[config.mk]
export PLATFORM = sky130hd
export DESIGN_NAME = backoff_delay_gen
export DESIGN_NICKNAME = d
export VERILOG_FILES = /design/src/rtl/bk_pkg.sv /design/src/rtl/bk_count.sv /design/src/rtl/bk_req.sv /design/src/rtl/backoff_delay_gen.sv
export SDC_FILE = /design/constraint.sdc
export NUM_CORES = 1
export LEC_CHECK = 0
export BUFFER_PORTS_ARGS = -buffer_cell sky130_fd_sc_hd__buf_2
export CELL_PAD_IN_SITES_DETAIL_PLACEMENT = 1
export CELL_PAD_IN_SITES_GLOBAL_PLACEMENT = 1
export CORE_ASPECT_RATIO = 0.6
export CORE_MARGIN = 3
export CORE_UTILIZATION = 42
export CTS_CLUSTER_SIZE = 12
export DETAILED_ROUTE_END_ITERATION = 8
export GPL_TIMING_DRIVEN = 0
export PLACE_DENSITY = 0.87
export SLEW_MARGIN = 20
export SYNTH_ARGS = -nofsm -noshare
export SYNTH_HDL_FRONTEND = slang
export SYNTH_SLANG_ARGS = --single-unit
[constraint.sdc]
create_clock -name clk -period 3.34 [get_ports clk]
set_clock_uncertainty 0.1 [all_clocks]
set_input_delay 0.167 -clock clk [delete_from_list [all_inputs] [get_ports clk]]
set_output_delay 0.167 -clock clk [all_outputs]
set_load 0.02 [all_outputs]
[src/rtl/bk_pkg.sv]
package bk_pkg;
    localparam int unsigned BK_CNT_W   = 14;
    localparam int unsigned BK_SHIFT   = 7;
    localparam int unsigned BK_LIMIT   = 4096;

    typedef enum logic {
        REQ_IDLE = 1'b0,
        REQ_WAIT = 1'b1
    } req_state_e;
endpackage

[src/rtl/bk_count.sv]
module bk_count #(
    parameter int unsigned CNT_W = bk_pkg::BK_CNT_W,
    parameter int unsigned LIMIT = bk_pkg::BK_LIMIT
) (
    input  logic             clk,
    input  logic             rst_n,
    input  logic             clear,
    input  logic             accept,
    output logic [CNT_W-1:0] count_o
);
    localparam logic [CNT_W-1:0] ONE     = CNT_W'(1);
    localparam logic [CNT_W-1:0] LIMIT_V = CNT_W'(LIMIT);

    typedef struct packed {
        logic [CNT_W-1:0] cnt;
    } cnt_reg_t;

    cnt_reg_t r_d, r_q;

    always_comb begin
        r_d = r_q;
        if (clear) begin
            r_d.cnt = ONE;
        end else if (accept && !(r_q.cnt > LIMIT_V)) begin
            r_d.cnt = {r_q.cnt[CNT_W-2:0], 1'b0};
        end
    end

    always_ff @(posedge clk) begin
        if (!rst_n) r_q <= '{cnt: ONE};
        else        r_q <= r_d;
    end

    assign count_o = r_q.cnt;

    // the count never goes past twice the limit
    assert_cnt_cap_R4: assert property (@(posedge clk) disable iff (!rst_n)
        r_q.cnt <= (LIMIT_V << 1));
    // once the count is past the limit, it holds
    assert_cnt_sat_R4: assert property (@(posedge clk) disable iff (!rst_n)
        (!clear && r_q.cnt > LIMIT_V) |=> $stable(r_q.cnt));
    // the count stays a power of two
    assert_cnt_pow2_R3: assert property (@(posedge clk) disable iff (!rst_n)
        $onehot(r_q.cnt));
    // a clear brings the count back to one
    assert_cnt_clear_R7: assert property (@(posedge clk) disable iff (!rst_n)
        clear |=> (r_q.cnt == ONE));
endmodule

[src/rtl/bk_req.sv]
module bk_req
    import bk_pkg::*;
#(
    parameter int unsigned CNT_W = BK_CNT_W,
    parameter int unsigned SHIFT = BK_SHIFT,
    localparam int unsigned AMT_W = CNT_W + SHIFT
) (
    input  logic             clk,
    input  logic             rst_n,
    input  logic             clear,
    input  logic             accept,
    input  logic [CNT_W-1:0] count_i,
    input  logic             ready,
    output logic             valid_o,
    output logic [AMT_W-1:0] amt_o
);
    typedef struct packed {
        req_state_e       st;
        logic [AMT_W-1:0] amt;
    } req_reg_t;

    req_reg_t r_d, r_q;

    always_comb begin
        r_d = r_q;
        if (clear) begin
            r_d.st = REQ_IDLE;
        end else begin
            unique case (r_q.st)
                REQ_IDLE: if (accept) begin
                    r_d.st  = REQ_WAIT;
                    r_d.amt = {count_i, {SHIFT{1'b0}}};
                end
                REQ_WAIT: if (ready) r_d.st = REQ_IDLE;
                default:  r_d.st = REQ_IDLE;
            endcase
        end
    end

    always_ff @(posedge clk) begin
        if (!rst_n) r_q <= '{st: REQ_IDLE, amt: '0};
        else        r_q <= r_d;
    end

    assign valid_o = (r_q.st == REQ_WAIT);
    assign amt_o   = r_q.amt;

    // a request that is not taken holds its amount
    assert_req_hold_R5: assert property (@(posedge clk) disable iff (!rst_n)
        (valid_o && !ready && !clear) |=> (valid_o && $stable(amt_o)));
    // a handshake ends the request
    assert_req_done_R5: assert property (@(posedge clk) disable iff (!rst_n)
        (valid_o && ready) |=> !valid_o);
endmodule

[src/rtl/backoff_delay_gen.sv]
module backoff_delay_gen #(
    parameter int unsigned CNT_W = bk_pkg::BK_CNT_W,
    parameter int unsigned SHIFT = bk_pkg::BK_SHIFT,
    parameter int unsigned LIMIT = bk_pkg::BK_LIMIT,
    localparam int unsigned AMT_W = CNT_W + SHIFT
) (
    input  logic             clk,
    input  logic             rst_n,
    input  logic             attempt_fail,
    input  logic             attempt_success,
    output logic             pause_valid,
    input  logic             pause_ready,
    output logic [AMT_W-1:0] pause_cycles
);
    logic             accept;
    logic [CNT_W-1:0] count;

    // a failure counts only when nothing is pending and no success wins
    assign accept = attempt_fail && !attempt_success && !pause_valid;

    bk_count #(.CNT_W(CNT_W), .LIMIT(LIMIT)) i_count (
        .clk     (clk),
        .rst_n   (rst_n),
        .clear   (attempt_success),
        .accept  (accept),
        .count_o (count)
    );

    bk_req #(.CNT_W(CNT_W), .SHIFT(SHIFT)) i_req (
        .clk     (clk),
        .rst_n   (rst_n),
        .clear   (attempt_success),
        .accept  (accept),
        .count_i (count),
        .ready   (pause_ready),
        .valid_o (pause_valid),
        .amt_o   (pause_cycles)
    );

    // a failure with nothing pending raises a request
    assert_fail_req_R2: assert property (@(posedge clk) disable iff (!rst_n)
        (attempt_fail && !attempt_success && !pause_valid) |=> pause_valid);
    // a failure while pending leaves the amount alone
    assert_fail_ign_R6: assert property (@(posedge clk) disable iff (!rst_n)
        (pause_valid && attempt_fail && !attempt_success) |=> $stable(pause_cycles));
    // a success drops the request
    assert_succ_drop_R7: assert property (@(posedge clk) disable iff (!rst_n)
        attempt_success |=> !pause_valid);
endmodule

# --- Word level (Yosys, flattened, before mapping) ---
# Index checks and enable logic that the tools add are counted.
# Widths: inputs -> output; s select.
word_totals:
  mem_bits_ro: 0
  register_bits: 29
  latchBits: 0
  elab_cells: 18
  output_inout_bits: 22
  memories: 0
  ramBits: 0
  inputBits: 5
classes:
  shift: 0
  div_mod_pow: 0
  order_cmp: 1
  n_addsub: 0
  reduce_logical: 8
  n_mul: 0
  eq_ne: 0
  n_mux: 3
  n_bitwise: 3
op_table:
  columns: ["operator", "n"]
  rows:
  - ["$mux 22", 1]
  - ["$gt 14x13->1 const B", 1]
  - ["$logic_and 1x1->1", 3]
  - ["$logic_not 1->1", 3]
  - ["$not 1->1", 3]
  - ["$reduce_and 3->1", 1]
  - ["$pmux 1 s2", 1]
  - ["$reduce_or 2->1", 1]
  - ["$mux 1", 1]

# --- Depth between registers and ports, before layout ---
# Gate-level depths: netlist (run 1).
depth:
  word_depth: 5
  depth_mapped: 6

# --- Cells and area by module ---
# From an unflattened synthesis (run 1), not the netlist that was laid out.
hier_totals:
  hier_cells: 149
  area_unflattened_um2: 1310.0
by_module_without_submodules:
  columns: ["mod", "seq_area_each_um2", "area_each_um2", "n_inst", "cells_per_inst"]
  rows:
  - ["bk_req", 300.3, 674.4, 1, 74]
  - ["bk_count", 280.3, 623.1, 1, 74]
  - ["backoff_delay_gen", 0.0, 12.5, 1, 1]

# --- Worst setup path after synthesis (run 1) ---
# OpenSTA, ideal clock, no wires.
synth_path:
  path_kind: "register -> register"
  start: "register i_req.r_q (netlist bit i_req.valid_o)"
  end: "register i_count.r_q (netlist bit i_count.count_o[10])"
  required_time_ns: 3.168
  synth_period_minus_slack_ns: 1.686
  arrival_time_ns: 1.515
  path_slack_ns: 1.654
  path_buffers: 2
  setup_time_ns: 0.072
  path_stages_with_launch: 7
  cell_sequence: "dfxtp_1 > or3b_1 > buf_6 > nor2_4 > a21boi_4 > buf_12 > mux2i_1"
synth_between:
  elab_chain_cells: 3
synth_lines:
  columns: ["element", "line_no", "source"]
  rows:
  - ["start: declaration", "bk_req.sv:22", "req_reg_t r_d, r_q;"]
  - ["start signal: assignment", "bk_req.sv:41", "if (!rst_n) r_q <= '{st: REQ_IDLE, amt: '0};"]
  - ["start signal: assignment", "bk_req.sv:42", "else r_q <= r_d;"]
  - ["$logic_not 1->1", "backoff_delay_gen.sv:19", "assign accept = attempt_fail && !attempt_success && !pause_valid;"]
  - ["$logic_and 1x1->1", "backoff_delay_gen.sv:19", null]
  - ["$logic_and 1x1->1", "bk_count.sv:24", "end else if (accept && !(r_q.cnt > LIMIT_V)) begin"]
  - ["end signal: assignment", "bk_count.sv:30", "if (!rst_n) r_q <= '{cnt: ONE};"]
  - ["end signal: assignment", "bk_count.sv:31", "else r_q <= r_d;"]
  - ["end: declaration", "bk_count.sv:18", "cnt_reg_t r_d, r_q;"]
# No other way between the ends.
# A chain may end at the register's enable or synchronous reset.

# --- Worst setup path after layout (run 1) ---
layout_path:
  start: "register i_req.r_q (netlist bit i_req.valid_o)"
  end: "register i_req.r_q (netlist bit i_req.amt_o[7])"
layout_between:
  elab_chain_cells: 3
layout_lines:
  columns: ["element", "line_no"]
  rows:
  - ["$logic_not 1->1", "backoff_delay_gen.sv:19"]
  - ["$logic_and 1x1->1", "backoff_delay_gen.sv:19"]
  - ["$reduce_and 3->1 (no source line) (*)", null]
# Mark *: on every way between the ends. The rest lies on a longest branch, timed or not.

==> results.txt, run 1 <==
Setup repair after global routing left no endpoint under its margin. The final net count is 165. The area share of the leading cell type in the synthesized netlist is 0.4900. Of the total synthesized cell area, the portion taken by XOR and XNOR cells is 0.

The last weighted congestion value of the routability-driven placer came out at 0.7590. For the worst setup path, the data required time is 3.43 ns. The tree is rooted in a sky130_fd_sc_hd__clkbuf_8. The peak fanout along the critical path came out at 10. Relative to the synthesized area, the layout overhead comes to 20.06%. After synthesis, the cell types taking the most area are sky130_fd_sc_hd__dfxtp_1 49%, sky130_fd_sc_hd__nand2_1 13%, sky130_fd_sc_hd__mux2i_1 10%, sky130_fd_sc_hd__a21boi_0 8.9%, sky130_fd_sc_hd__buf_4 4.4%.

The die is 47.14 µm tall. Of the total synthesized cell area, the portion taken by full adders, half adders and majority gates is 0. The startpoint identified for the worst register-to-register timing path is i_req.valid_o. The clock transition time at the flip-flop clock pins of the worst setup and hold paths came out at 0.06 ns. The number of setup buffers added after CTS is 0.

The post-placement worst setup slack is 1.580 ns. The overall die width is 74.57 µm. The routing layer with the top usage in global route is met2.

The worst register-to-register path has a setup slack of 1.57 ns. TritonCTS built the clock tree. The post-route antenna net violation count came out at 0. The met1 track utilization from global routing is 0.2093. The number of enable-type register cells in the synthesized netlist is 0.

The measured slew at the worst slew-check pin came out at 0.6868 ns. The number of sinks on the clock net came out at 29. The capturing point of the worst reg2reg path is i_req.amt_o[7].

The post-detailed-route DRC marker count is 0. The signal on the critical path passes through nor3b_1 -> clkbuf_1 -> nand2_1 -> a21boi_0. The via count normalized by instance count came out at 4.860. For this run, asynchronously set or reset flops after synthesis account for 0. In this run the most critical hold path is launched from attempt_fail. The maximum count of clock buffers along a single path came out at 2. The kind of start point of the critical path is a flop. The first global-routing pass estimated 4.250 mm of wire. The count of buffers added on input and output ports is 19. The multiplexer fraction of the synthesized cell area came out at 0.1014. Synthesis instantiated 23 different standard cells from the library.

The detailed placer's ending HPWL is 2.071 mm. The classification of the worst-slack hold path is in2reg. The floorplan step defined a core boundary enclosing 2592 µm². The largest total area in the synthesized netlist belongs to sky130_fd_sc_hd__dfxtp_1. Setup violations remaining at the end of the flow were counted as 0. The quantity of gates resized following cts came out at 0. The post-synthesis simple-gate area fraction is 0.1901. In the synthesized netlist the dominant register cell turns out to be sky130_fd_sc_hd__dfxtp_1. The number of antenna violations at the first check in global routing came to 0. On the critical path, the stage with the largest delay is an instance of sky130_fd_sc_hd__nor3b_1. The vias after detailed routing came out at 938. The first-pass detailed-route iteration total came out at 4. The type of the setup path with the least slack is reg2reg. The mean area per synthesized cell is 9.257 µm². The minimum clock period after layout came out at 1.771 ns. The clock buffer count from CTS is 5. Entering global routing, the biggest net connects 11 pins.

The clock insertion delay at the later pin of the skew report came out at 0.28 ns. The least setup slack across all paths after layout is 1.569 ns. IR analysis of the VDD net gives a maximum drop of 0.2164 mV. For this design the static power due to leakage is 0.0005902 µW. The compound-cell area share of the yosys netlist is 0.1257. The tool flagged a number of max-cap violations equal to 0. The routed design has 2.744 mm of wire.

Of the available clock period, the critical path in the final layout requires 0.5301. Synthesis produced a netlist whose cell count is 128. The fraction of met3 tracks used by global routing is 0.08547. The initial core utilization came out at 0.4570. The I/O pin count came out at 27. The power density over cell area is 474.3 nW/µm². The number of warnings printed during yosys synthesis came out at 0.

For the worst flop-to-flop path, the logic depth is 4. The number of hold-repair buffers added at the cts stage came out at 0. The post-route setup TNS came out at 0 ns. After detailed routing, the average wire length per cell comes to 14.22 µm.

The area of the die is 3515 µm². The main combinational cell family by area after synthesis is simple AND/OR/NAND/NOR gates. The arrival time of data at the critical path endpoint is 1.86 ns. The total count of max-transition violations in the final report is 0.

The remaining global-route overflow came out at 0. The flow ran to the end, and the final reports show no timing, DRC or antenna violations. The fraction of final layout cells with drive strength greater than 1 came out at 0.2174. Across every metal layer, demand over resource in global routing totals 0.1743. Based on the critical path, the design can be clocked at up to 564.8 MHz. The number of placement rows is 14. The post-synthesis register bit count is 29. The portion of the post-synthesis area used by sequential elements is 0.4900. The repair_antennas step left the layout with diodes totalling 0.

In this design, the stage delay of the slowest critical-path cell is 0.58 ns. The normalized max-slew margin is 0.5412. In the global route stage, met2 resource usage came out at 0.2670. The buffering stage count on the worst path with inverters included came out at 1. The end point of the worst hold path is i_req.valid_o. The via count of the first global-routing pass is 889.

STA classifies the critical path endpoint as a flop. Among all cell types in the netlist, the one instantiated most often is sky130_fd_sc_hd__nand2_1. The summed instance area of the synthesized netlist came out at 1185 µm². Along the worst hold path, the cell count comes to 3. For this block, the initial DRC count from the detailed router was 28.

Among cell families on the critical path, the largest total delay comes from simple AND/OR/NAND/NOR gates. The H-tree was split into 2 levels. The commonest cells after synthesis are 41 x sky130_fd_sc_hd__nand2_1, 29 x sky130_fd_sc_hd__dfxtp_1, 14 x sky130_fd_sc_hd__a21boi_0. The number of hold violations in the final report is 0.
## registers in the layout (all words and copies together), names as in the netlist
| name | count |
|---|---|
| i_count.count_o | 14 |
| i_req.amt_o | 14 |
| i_req.valid_o | 1 |
## worst max path at each step
stage,from,endpoint,depth (start not counted)
3_5_place_dp,i_req.valid_o,i_count.count_o[9],6
2_1_floorplan,i_req.valid_o,i_count.count_o[10],6
4_1_cts,i_req.valid_o,i_count.count_o[9],6
6_report,i_req.valid_o,i_req.amt_o[7],4
3_3_place_gp,i_req.valid_o,i_count.count_o[7],6
5_1_grt,i_req.valid_o,i_req.amt_o[7],4
## through the flow
step	hold WS, ns	power [µW]	std cells	utilization	instance area, µm²
final	0.05239	674.7	193	0.5487	1423
after global routing	0.08829	704.7	193	0.5487	1423
after CTS	0.05091	683.1	193	0.5487	1423
after detailed placement	0.3434	412.1	185	0.5179	1343
after global placement	0.3134	410.0	185	0.5179	1343
after floorplan	0.2109	400.0	134	-	1207
## worst min-delay path: stages
cell,delay [ns]
sky130_fd_sc_hd__buf_2,0.09
sky130_fd_sc_hd__mux2i_1,0.06
sky130_fd_sc_hd__nor2_1,0.08
## layer usage
metal	vias to the layer above	share of wire	wire length [µm]
li1	478	-	-
met1	434	0.48	1318
met2	19	0.47	1277
met3	7	0.038	103
met4	0	0.016	44
met5	-	0	0
## final cells by class
class / count / area [µm²]
timing repair buffer: 19 / 95.09
buffer: 13 / 98.84
fill: 316 / 1170
multi-input combinational: 90 / 520.5
inverter: 2 / 7.507
sequential: 29 / 580.6
clock buffer: 8 / 80.08
tap: 32 / 40.04
## report_power, final
group / total, µW / switching (µW) / internal, µW / leakage, µW
Clock: 270 / 122 / 148 / 0.0000395
Combinational: 54.3 / 31.8 / 22.6 / 0.000317
Sequential: 351 / 2.23 / 348 / 0.000234
## cell families after synthesis
group,Yosys count
and+or+nand+nor,52
buffers and inverters,15
other,1
AOI/OAI and AO/OA,19
muxes,12
DFF,29
## layout by cell type, fill, tap and decap left out, drive strengths merged, types with 2 or more instances in the layout
master / instances
a21boi: 15
buf: 28
clkbuf: 12
conb: 7
dfxtp: 29
inv: 2
mux2i: 12
nand2: 41
nor2: 3
nor4: 3
(Power assumes the default switching activity.)
==> run 2, diff against run 1 <==
CORE_UTILIZATION = 39   (was 42)
PLACE_DENSITY = 0.82   (was 0.87)
clock period = 1.8 ns   (was 3.34 ns; I/O delays follow)
==> run 2 against run 1 <==
Critical path depth up 2. Combinational power up 97%. Sequential cell count unchanged. Core utilization down 0.79 points. Hold slack worse by 0.034 ns. Via count up 2.8%. Critical path type unchanged. Critical endpoint is now i_count.count_o[7].
==> results.txt, run 2 (synthesized netlist as in run 1, its figures left out) <==
The cell area reported after detailed placement came out at 1353 µm². For this run, the post-layout net count is 167. The library cell used most frequently in the layout, excluding fill and tap cells, is sky130_fd_sc_hd__nand2_1.

The cell at the root of the clock tree is sky130_fd_sc_hd__clkbuf_8. The number of sinks on the clock net is 29. The worst register-to-register path begins at i_req.valid_o.

The initial core utilization is 0.4392. The global routing usage summed across all routing layers came out at 0.1691. The floorplan has 14 rows. The first-pass detailed-route iteration total came out at 4. The core area is 2698 µm². The clock reaches the later pin of the worst-skew pair after 0.28 ns.

The cell leakage power is 0.0006082 µW. The number of antenna violations at the first check in global routing is 0. The path depth of the worst reg2reg path came out at 6. For this design the ratio of total power to cell area is 866.2 nW/µm². Buffers placed on the I/O ports in this run total 19. The worst hold path begins at rst_n.

The capturing point of the worst reg2reg path is i_count.count_o[7]. The total power is 1264 µW. The signal on the critical path passes through or3b_1 -> buf_6 -> nor2_4 -> a21boi_4 -> buf_12 -> mux2i_1. Leaving out fill and tap cells, the most frequent cells in the layout are 41 x sky130_fd_sc_hd__nand2_1, 28 x sky130_fd_sc_hd__dfxtp_1, 19 x sky130_fd_sc_hd__buf_2. The detailed placer's ending HPWL came out at 2.037 mm.

The number of hold violations in the final report is 0. The reported max-cap violation count came out at 0. The clock tree from TritonCTS is built.

The worst vdd rail ir drop came out at 0.3652 mV. Once layout is complete, the utilization of the core stands at 0.5408. For this run, the top clock speed supported by timing is 585.9 MHz. The repair_antennas step left the layout with diodes totalling 0.

The maximum cell stage delay along the critical path is 0.37 ns. For this design, the slowest cell found on the critical path is sky130_fd_sc_hd__or3b_1. The proportion of total power due to net switching came out at 0.2353. The fraction of power consumed by combinational cells is 0.084.

The reg-to-reg setup timing slack came out at 0.09 ns. The flow ran to the end, and the final reports show no timing, DRC or antenna violations. The final route contains 964 vias. The worst endpoint required time came out at 1.91 ns. In this run the worst path has a maximum fanout of 10. The worst setup path is captured at a flop. The minimum clock period after layout is 1.707 ns. The final setup violation count is 0. The area of the multi-input gates is 525.5 µm².

The area of the die is 3757 µm². The via count of the first global-routing pass is 962. The post-route worst hold slack came out at 0.01883 ns. The part of the cycle the worst path needs came out at 0.9483. The last weighted congestion value of the routability-driven placer is 0.7441. The clock transition time at the flip-flop clock pins of the worst setup and hold paths came out at 0.06 ns. The post-route cell area is 1459 µm². The internal power of the cells totals 966.4 µW. STA classifies the critical path startpoint as a flop. The total count of max-transition violations in the final report came to 0. The number of H-tree levels came out at 2. The analysis attributes to net switching a power of 297.3 µW. Across the whole layout, storage elements account for 581.8 µm².

The total overflow left after global routing is 0. The DRC violation total after the first TritonRoute iteration came out at 21. The path with the worst hold slack has its endpoint at i_req.amt_o[9]. Of the cells placed in the final design, the portion with a size suffix greater than 1 is 0.2454.

The number of instances on the worst hold path came out at 2. The maximum count of clock buffers along a single path is 2. The arrival time of data at the critical path endpoint is 1.81 ns. The number of filler instances in the final layout came out at 344.

The overall die width is 77.16 µm. The share of power burned in registers is 0.515. The routed length per instance came out at 14.21 µm. In the final timing run, aggregate negative setup slack is 0 ns. For this block, the routed nets add up to 2.884 mm of wire. Entering global routing, the biggest net connects 11 pins. The synthesis-to-finish area growth is 23.13%.

Clock tree synthesis inserted a total of 5 buffers. The clock network power share is 0.401. Setup repair after global routing left no endpoint under its margin. The via count normalized by instance count came out at 4.749. The tightest min-delay check is of the in2reg type. The global-route wire length before repair came out at 4.726 mm. The die is 48.70 µm tall. For this run, design rule violations remaining after detail routing come to 0.

The post-route antenna net violation count came out at 0. The I/O pin count is 27. The type of the setup path with the least slack is reg2reg.
## run 2: through the flow
stage               worst slack, ns  std cells
finish                      0.09314        203
floorplan                    0.1136        134
detailed placement          0.03952        193
CTS                         0.02880        202
global placement             0.1301        193
global route                0.01590        203
## run 2: per-layer routing
layer	track usage	share of wire	vias up
met5	0	0	-
met4	0.1154	0.037	0
met3	0.05926	0.066	12
met2	0.2593	0.47	28
met1	0.1989	0.43	447
li1	-	-	477
## run 2: timing repair
item,in CTS,in global routing
endpoints found under the setup margin,1,10
hold buffers,1,0
setup buffers,0,1
endpoints found under the hold margin,1,0
gates resized for setup,1,5
## run 2: worst max-delay path by stage
stage | startpoint | endpoint | slack [ns] | depth (start not counted)
final | i_req.valid_o | i_count.count_o[7] | 0.09 | 6
after global routing | i_count.count_o[5] | i_count.count_o[7] | 0.02 | 5
after CTS | i_req.valid_o | i_count.count_o[7] | 0.03 | 6
after detailed placement | i_req.valid_o | i_req.amt_o[7] | 0.04 | 4
after global placement | i_req.valid_o | i_count.count_o[7] | 0.13 | 6
after floorplan | i_req.valid_o | i_count.count_o[10] | 0.11 | 6
## run 2: worst max-delay path: cells and delay by family, from the launching register on
kind | cells | cell delay [ns]
simple gates | 2 | 0.45
compound gates | 1 | 0.21
mux | 1 | 0.20
flops | 1 | 0.35
buf+inv | 2 | 0.31
## run 2: area by class of cell
class | count | share of cell area
multi-input cells | 90 | 0.3602
inverters | 2 | 0.005146
well taps | 40 | 0.03431
flip-flops and latches | 29 | 0.3988
clock buffers | 8 | 0.05489
repair buffers | 21 | 0.07719
plain buffers | 13 | 0.06947
## run 2: power by group through the flow
stage	registers, µW	clock network [µW]	logic (µW)
CTS	651	521	104
global placement	664	0	97.4
finish	651	506	107
floorplan	667	0	75.3
detailed placement	664	0	100
global route	651	559	116
